$ cat src/rtl/acc_seq_pkg.sv
package acc_seq_pkg;
  localparam int OP_W = 3;

  localparam logic [OP_W-1:0] OPC_LOAD  = 3'b010;
  localparam logic [OP_W-1:0] OPC_STORE = 3'b011;
  localparam logic [OP_W-1:0] OPC_ADD   = 3'b101;
  localparam logic [OP_W-1:0] OPC_HALT  = 3'b111;

  // one-hot step positions, in execution order
  localparam int ST_FADDR = 0;
  localparam int ST_FREAD = 1;
  localparam int ST_FDEC  = 2;
  localparam int ST_OADDR = 3;
  localparam int ST_DACC  = 4;
  localparam int ST_DONE  = 5;
  localparam int ST_ADV   = 6;
  localparam int ST_HALT  = 7;
  localparam int NSTEPS   = 8;
endpackage

$ cat src/rtl/acc_seq_mem.sv
module acc_seq_mem #(
  parameter int DATA_W = 8,
  parameter int ADDR_W = 5
) (
  input  logic              clk,
  input  logic              we,
  input  logic [ADDR_W-1:0] waddr,
  input  logic [DATA_W-1:0] wdata,
  input  logic [ADDR_W-1:0] raddr,
  output logic [DATA_W-1:0] rdata
);
  localparam int DEPTH = 1 << ADDR_W;

  logic [DATA_W-1:0] cells [DEPTH];

  always_ff @(posedge clk) begin
    if (we) cells[waddr] <= wdata;
  end

  // the word is captured by the data register on the next edge
  assign rdata = cells[raddr];
endmodule

$ cat src/rtl/acc_seq_ctrl.sv
module acc_seq_ctrl
  import acc_seq_pkg::*;
(
  input  logic              clk,
  input  logic              rst,
  input  logic              halt_req,
  output logic [NSTEPS-1:0] step
);
  localparam logic [NSTEPS-1:0] STEP_FIRST = NSTEPS'(1) << ST_FADDR;
  localparam logic [NSTEPS-1:0] STEP_HALT  = NSTEPS'(1) << ST_HALT;

  logic [NSTEPS-1:0] step_nxt;
  logic              enter_halt;

  assign enter_halt = step[ST_OADDR] && halt_req;

  always_comb begin
    if (step[ST_HALT])      step_nxt = step;
    else if (enter_halt)    step_nxt = STEP_HALT;
    else if (step[ST_ADV])  step_nxt = STEP_FIRST;
    else                    step_nxt = step << 1;
  end

  always_ff @(posedge clk) begin
    if (rst) step <= STEP_FIRST;
    else     step <= step_nxt;
  end

  assert_onehot_R2: assert property (@(posedge clk) disable iff (rst)
    $countones(step) == 1);

  for (genvar gi = ST_FADDR; gi < ST_ADV; gi++) begin : g_order
    assert_order_R2: assert property (@(posedge clk) disable iff (rst)
      (step[gi] && !(gi == ST_OADDR && halt_req)) |=> step[gi+1]);
  end

  assert_wrap_R2: assert property (@(posedge clk) disable iff (rst)
    step[ST_ADV] |=> step[ST_FADDR]);

  assert_halt_entry_R8: assert property (@(posedge clk) disable iff (rst)
    enter_halt |=> step[ST_HALT]);

  assert_halt_stays_R8: assert property (@(posedge clk) disable iff (rst)
    step[ST_HALT] |=> step[ST_HALT]);
endmodule

$ cat src/rtl/acc_seq_datapath.sv
module acc_seq_datapath
  import acc_seq_pkg::*;
#(
  parameter int DATA_W = 8,
  parameter int ADDR_W = 5
) (
  input  logic              clk,
  input  logic              rst,
  input  logic [NSTEPS-1:0] step,
  input  logic [DATA_W-1:0] mem_rdata,
  output logic [ADDR_W-1:0] pc,
  output logic [DATA_W-1:0] ir,
  output logic [ADDR_W-1:0] mar,
  output logic [DATA_W-1:0] mdr,
  output logic [DATA_W-1:0] acc,
  output logic              carry,
  output logic              store_we,
  output logic              halt_req
);
  localparam logic [ADDR_W-1:0] PC_ONE = ADDR_W'(1);

  function automatic logic [DATA_W:0] add_wide(input logic [DATA_W-1:0] a,
                                               input logic [DATA_W-1:0] b);
    return {1'b0, a} + {1'b0, b};
  endfunction

  // named events for the properties below
  logic [OP_W-1:0] op;
  logic            is_load, is_store, is_add, is_nop;
  logic            ev_load, ev_add, ev_nop;
  logic [DATA_W:0] sum;

  assign op       = ir[DATA_W-1 -: OP_W];
  assign is_load  = (op == OPC_LOAD);
  assign is_store = (op == OPC_STORE);
  assign is_add   = (op == OPC_ADD);
  assign halt_req = (op == OPC_HALT);
  assign is_nop   = !(is_load || is_store || is_add || halt_req);
  assign ev_load  = step[ST_DONE] && is_load;
  assign ev_add   = step[ST_DONE] && is_add;
  assign ev_nop   = step[ST_DONE] && is_nop;
  assign store_we = step[ST_DONE] && is_store;
  assign sum      = add_wide(acc, mdr);

  always_ff @(posedge clk) begin
    if (rst) begin
      pc    <= '0;
      ir    <= '0;
      mar   <= '0;
      mdr   <= '0;
      acc   <= '0;
      carry <= 1'b0;
    end else begin
      if (step[ST_FADDR]) mar <= pc;
      if (step[ST_FREAD]) mdr <= mem_rdata;
      if (step[ST_FDEC])  ir  <= mdr;
      if (step[ST_OADDR]) mar <= ir[ADDR_W-1:0];
      if (step[ST_DACC]) begin
        if (is_load || is_add) mdr <= mem_rdata;
        else if (is_store)     mdr <= acc;
      end
      if (ev_load) acc <= mdr;
      if (ev_add)  {carry, acc} <= sum;
      if (step[ST_ADV]) pc <= pc + PC_ONE;
    end
  end

  assert_reset_clears_R1: assert property (@(posedge clk)
    rst |=> (pc == '0 && ir == '0 && mar == '0 && mdr == '0 && acc == '0 && !carry));

  assert_fetch_mar_R3: assert property (@(posedge clk) disable iff (rst)
    step[ST_FADDR] |=> mar == $past(pc));

  assert_fetch_ir_R3: assert property (@(posedge clk) disable iff (rst)
    step[ST_FDEC] |=> ir == $past(mdr));

  assert_operand_mar_R4: assert property (@(posedge clk) disable iff (rst)
    step[ST_OADDR] |=> mar == $past(ir[ADDR_W-1:0]));

  assert_load_acc_R5: assert property (@(posedge clk) disable iff (rst)
    ev_load |=> acc == $past(mdr));

  assert_add_sum_R6: assert property (@(posedge clk) disable iff (rst)
    ev_add |=> {carry, acc} == ({1'b0, $past(acc)} + {1'b0, $past(mdr)}));

  assert_store_keeps_acc_R7: assert property (@(posedge clk) disable iff (rst)
    store_we |=> ($stable(acc) && $stable(carry)));

  assert_halt_frozen_R8: assert property (@(posedge clk) disable iff (rst)
    step[ST_HALT] |=> ($stable(pc) && $stable(acc) && $stable(ir) && $stable(mdr)));

  assert_nop_keeps_acc_R9: assert property (@(posedge clk) disable iff (rst)
    ev_nop |=> ($stable(acc) && $stable(carry)));

  assert_pc_step_R10: assert property (@(posedge clk) disable iff (rst)
    step[ST_ADV] |=> pc == $past(pc) + PC_ONE);

  assert_pc_hold_R10: assert property (@(posedge clk) disable iff (rst)
    !step[ST_ADV] |=> $stable(pc));

  assert_carry_hold_R12: assert property (@(posedge clk) disable iff (rst)
    !ev_add |=> $stable(carry));
endmodule

$ cat src/rtl/acc_seq_core.sv
module acc_seq_core
  import acc_seq_pkg::*;
#(
  parameter int DATA_W = 8,
  parameter int ADDR_W = 5
) (
  input  logic              clk,
  input  logic              rst,
  input  logic              load_en,
  input  logic [ADDR_W-1:0] load_addr,
  input  logic [DATA_W-1:0] load_data,
  output logic [ADDR_W-1:0] dbg_pc,
  output logic [DATA_W-1:0] dbg_ir,
  output logic [ADDR_W-1:0] dbg_mar,
  output logic [DATA_W-1:0] dbg_mdr,
  output logic [DATA_W-1:0] dbg_acc,
  output logic              dbg_carry,
  output logic [NSTEPS-1:0] dbg_step
);
  logic [NSTEPS-1:0] step;
  logic              halt_req, store_we, mem_we;
  logic [ADDR_W-1:0] pc, mar, mem_waddr;
  logic [DATA_W-1:0] ir, mdr, acc, mem_rdata, mem_wdata;
  logic              carry;

  // preload has priority over a store commit
  assign mem_we    = load_en || store_we;
  assign mem_waddr = load_en ? load_addr : mar;
  assign mem_wdata = load_en ? load_data : mdr;

  acc_seq_ctrl u_ctrl (
    .clk      (clk),
    .rst      (rst),
    .halt_req (halt_req),
    .step     (step)
  );

  acc_seq_datapath #(.DATA_W(DATA_W), .ADDR_W(ADDR_W)) u_dp (
    .clk       (clk),
    .rst       (rst),
    .step      (step),
    .mem_rdata (mem_rdata),
    .pc        (pc),
    .ir        (ir),
    .mar       (mar),
    .mdr       (mdr),
    .acc       (acc),
    .carry     (carry),
    .store_we  (store_we),
    .halt_req  (halt_req)
  );

  acc_seq_mem #(.DATA_W(DATA_W), .ADDR_W(ADDR_W)) u_mem (
    .clk   (clk),
    .we    (mem_we),
    .waddr (mem_waddr),
    .wdata (mem_wdata),
    .raddr (mar),
    .rdata (mem_rdata)
  );

  assign dbg_pc    = pc;
  assign dbg_ir    = ir;
  assign dbg_mar   = mar;
  assign dbg_mdr   = mdr;
  assign dbg_acc   = acc;
  assign dbg_carry = carry;
  assign dbg_step  = step;

  assert_store_write_R7: assert property (@(posedge clk) disable iff (rst)
    store_we |-> (mem_we && mem_waddr == mar && mem_wdata == acc));
endmodule

$ cat config.mk
export PLATFORM = sky130hd
export DESIGN_NAME = acc_seq_core
export DESIGN_NICKNAME = d
export VERILOG_FILES = /design/src/rtl/acc_seq_pkg.sv /design/src/rtl/acc_seq_mem.sv /design/src/rtl/acc_seq_ctrl.sv /design/src/rtl/acc_seq_datapath.sv /design/src/rtl/acc_seq_core.sv
export SDC_FILE = /design/constraint.sdc
export NUM_CORES = 1
export LEC_CHECK = 0
export BUFFER_PORTS_ARGS = -buffer_cell sky130_fd_sc_hd__buf_2
export CORE_MARGIN = 2
export CORE_UTILIZATION = 45
export CTS_BUF_LIST = sky130_fd_sc_hd__clkbuf_4
export DETAILED_ROUTE_END_ITERATION = 10
export PLACE_DENSITY = 0.68
export RECOVER_POWER = 100
export SYNTH_ARGS = -nofsm -noshare
export SYNTH_HDL_FRONTEND = slang
export SYNTH_HIERARCHICAL = 1
export SYNTH_SLANG_ARGS = --single-unit
$ cat constraint.sdc
create_clock -name clk -period 2.6 [get_ports clk]
set_clock_uncertainty 0.2 [all_clocks]
set_input_delay 0.26 -clock clk [delete_from_list [all_inputs] [get_ports clk]]
set_output_delay 0.26 -clock clk [all_outputs]
set_load 0.03 [all_outputs]
==> flow_summary_export.csv <==
group,metric,value,unit
outcome,status,"finished, violations left",
outcome,failed_checks,"negative setup slack",
logic_synthesis,synthArstFlopShare,0,%
die,fp.dieH,171,um
timing,rsz0062_at_grt,"true",
global_routing,grt.overflow.total,0,
die,die_w,171,um
timing,fin_crit_sh,105,%
routing,vias,7270,
clock_network,cts.sinks,299,
worst_hold_path,hold_class,"in2reg",
logic_synthesis,synth.most_common_cell,"edfxtp_1",
timing,holdWs,0.229,ns
die,io_pins,59,
cells_and_area,fin_util,53.7,%
worst_setup_path,worstSetupPathType,"reg2reg",
clock_network,clkTransAtPathRegs,0.07,ns
timing,fmax,365,MHz
logic_synthesis,netlist-cell-type-count,67,
timing,period_minus_slack,2.74,ns
placement,dp_hpwl,18.4,mm
worst_hold_path,holdPathStages,4,
cells_and_area,fin_area,14800,um^2
clock_network,cts_tree,"built",
logic_synthesis,syn_inst,703,
logic_synthesis,synthTopCellsByCount,"edfxtp_1, mux4_2, nor2_1, dfxtp_1, a21oi_1",
die,start_util,45.4,%
logic_synthesis,synth_xor_area_share,0.420,%
cells_and_area,syn_to_final_growth,18.3,%
timing,setup_viol,8,
timing,slew_viol_final,0,
clock_network,ctsHtreeMaxLevel,3,
logic_synthesis,synth-main-ff-cell,"edfxtp_1",
power,intPower,7.67,mW
worst_setup_path,start_kind,"flop",
logic_synthesis,synthTopCellsByArea,"edfxtp_1, mux4_2, dfxtp_1",
power,p_comb_share,4.6,%
clock_network,root_buffer,"clkbuf_4",
logic_synthesis,synth.largest_area_cell,"edfxtp_1",
logic_synthesis,yosys.area_share.simple,5.55,%
global_routing,grt_antenna_before_repair,1,
cells_and_area,fillCellCount,2182,
timing,setup_ws,-0.143,ns
routing,wl_per_cell,22.2,um
cells_and_area,drive_above_1_share,35.7,%
global_routing,grt_max_degree,35,
cells_and_area,nets,901,
logic_synthesis,yosysWarnings,6,
logic_synthesis,synth_top_cell_area_share,61.4,%
die,coreArea,27600,um^2
routing,postRouteAntennaNets,0,
logic_synthesis,ys_ff_latch,299,
global_routing,grt_pass1_wl,43.4,mm
power,seq_power_share,54.2,%
logic_synthesis,ys_seq_area_share,68.3,%
power,clock_power_share,41.2,%
placement,dpl_cell_area,13700,um^2
worst_setup_path,required,2.90,ns
worst_setup_path,worstRegToRegCells,9,
clock_network,clock_path_buffers,3,
clock_network,clkLatencyLatePin,0.67,ns
clock_network,cts_buffers,76,
timing,hold_violations,0,
worst_setup_path,crit_fanout,6,
placement,gp_congestion,0.820,
routing,viasPerCell,5.55,
power,power.leakage,5.05,nW
die,dieArea,29200,um^2
power,cellPowerDensity,665,nW/um^2
routing,routed_wirelength,29.0,mm
routing,dr.first_iter.drc_count,747,
routing,drcViolationCount,0,
timing,slew_headroom,13.3,%
logic_synthesis,synth_compound_area_share,5.25,%
logic_synthesis,synth.mux.area_fraction,17.5,%
timing,tightest_slew,1.30,ns
logic_synthesis,synth-edff-count,256,
die,num_rows,61,
worst_setup_path,end_kind,"flop",
global_routing,track_usage,20.4,%
logic_synthesis,syn_nets,729,
flow_run,max_cap_violations,0,
logic_synthesis,synth_top_family_by_area,"multiplexers",
logic_synthesis,synth-adder-area-share,1.06,%
power,ir_drop,274,uV
placement,portBuffers,58,
logic_synthesis,netlist_area,12500,um^2
global_routing,grt_pass1_vias,7210,
routing,first_pass_iters,5,
worst_setup_path,critPathArrivalTime,3.04,ns
power,swShare,22.1,%
logic_synthesis,synth_area_per_cell,17.8,um^2
power,p_switching,2.18,mW
[flip-flops by register name, summed over array words and instances (netlist names)]
name / flops
u_ctrl/step: 8
u_dp/acc: 8
u_dp/carry: 1
u_dp/ir: 8
u_dp/mar: 5
u_dp/mdr: 8
u_dp/pc: 5
u_mem/cells: 256
[cells by family (layout without fill, tap and decap cells)]
logic type,count (synthesis),in the layout
DFF,299,299
and+or+nand+nor,138,138
muxes,116,116
AOI/OAI and AO/OA,88,88
buffers and inverters,46,273
adders and majority gates,10,10
xor gates and xnor gates,6,6
other,0,1
[cells in the final DEF, fill, tap and decap left out, drive strengths merged, types with 6 or more instances in the layout]
cell    synthesis  routed
edfxtp        256     256
mux2           21      21
mux4           80      80
o21bai          8       8
ha              9       9
a221oi          8       8
inv             8       9
buf            25      83
o21ai          11      11
nor2           73      73
nand3           6       6
nand3b          6       6
dfxtp          43      43
nand2          22      22
clkinv          0      19
a22o            6       6
a21oi          24      24
mux2i          15      15
clkbuf         13     157
[power groups by stage]
stage / Sequential [mW] / Combinational, mW / Clock, mW
final: 5.34 / 0.453 / 4.06
after global routing: 5.34 / 0.488 / 4.43
after CTS: 5.33 / 0.464 / 4.19
after detailed placement: 5.44 / 0.449 / 0
after global placement: 5.44 / 0.441 / 0
after floorplan: 5.45 / 0.238 / 0
[worst paths after layout]
path / startpoint / to / slack (ns)
hold / removal: load_addr[0] / u_mem/cells[26][7] / 0.23
setup / recovery: u_dp/mar[0] / u_dp/mdr[3] / -0.14
setup reg to reg: u_dp/mar[0] / u_dp/mdr[3] / -0.14
hold reg to reg: u_dp/carry / u_dp/carry / 0.30
[metrics by stage]
step / power (mW) / std cells / worst slack (ns) / TNS (ns)
5_1_grt: 10.3 / 1309 / -0.191 / -1.24
3_5_place_dp: 5.89 / 1166 / -0.143 / -0.768
6_report: 9.85 / 1309 / -0.143 / -0.718
4_1_cts: 9.99 / 1307 / -0.125 / -0.706
2_1_floorplan: 5.69 / 703 / -0.106 / -6.56
3_3_place_gp: 5.88 / 1166 / -0.117 / -0.558
[final cells by class]
class / count / area (um^2) / share of cell area (%)
sequential: 299 / 8550 / 57.8
multi-input combinational: 358 / 3760 / 25.4
timing repair buffer: 132 / 992 / 6.70
clock buffer: 109 / 818 / 5.53
tap: 378 / 473 / 3.19
clock inverter: 24 / 179 / 1.21
inverter: 8 / 32.5 / 0.220
antenna: 1 / 2.50 / 0.0169
[timing repair]
item | 4_1_cts | 5_1_grt
hold buffers | 1 | 0
gates cloned | 4 | 0
setup buffers | 3 | 1
setup endpoints to repair | 8 | 8
pin swaps | 12 | 3
gates resized for setup | 27 | 3
hold endpoints to repair | 15 | 0
[worst max-delay path: stages, from the launching register on]
cell      delay [ns]
dfxtp_4         0.40
buf_12          0.14
buf_12          0.12
mux4_2          0.55
mux4_2          0.54
mux2_4          0.30
inv_2           0.07
a21oi_2         0.05
o21bai_1        0.15
a221oi_1        0.07
[metal layers]
metal,global-route usage (%),up-vias,part of all wire [%]
met1,28.1,3638,42
met4,7.28,0,2.2
li1,-,3251,-
met5,0,-,0
met2,32.0,335,47
met3,4.86,46,8.7
Note: power is estimated with default switching activity, not from simulation.
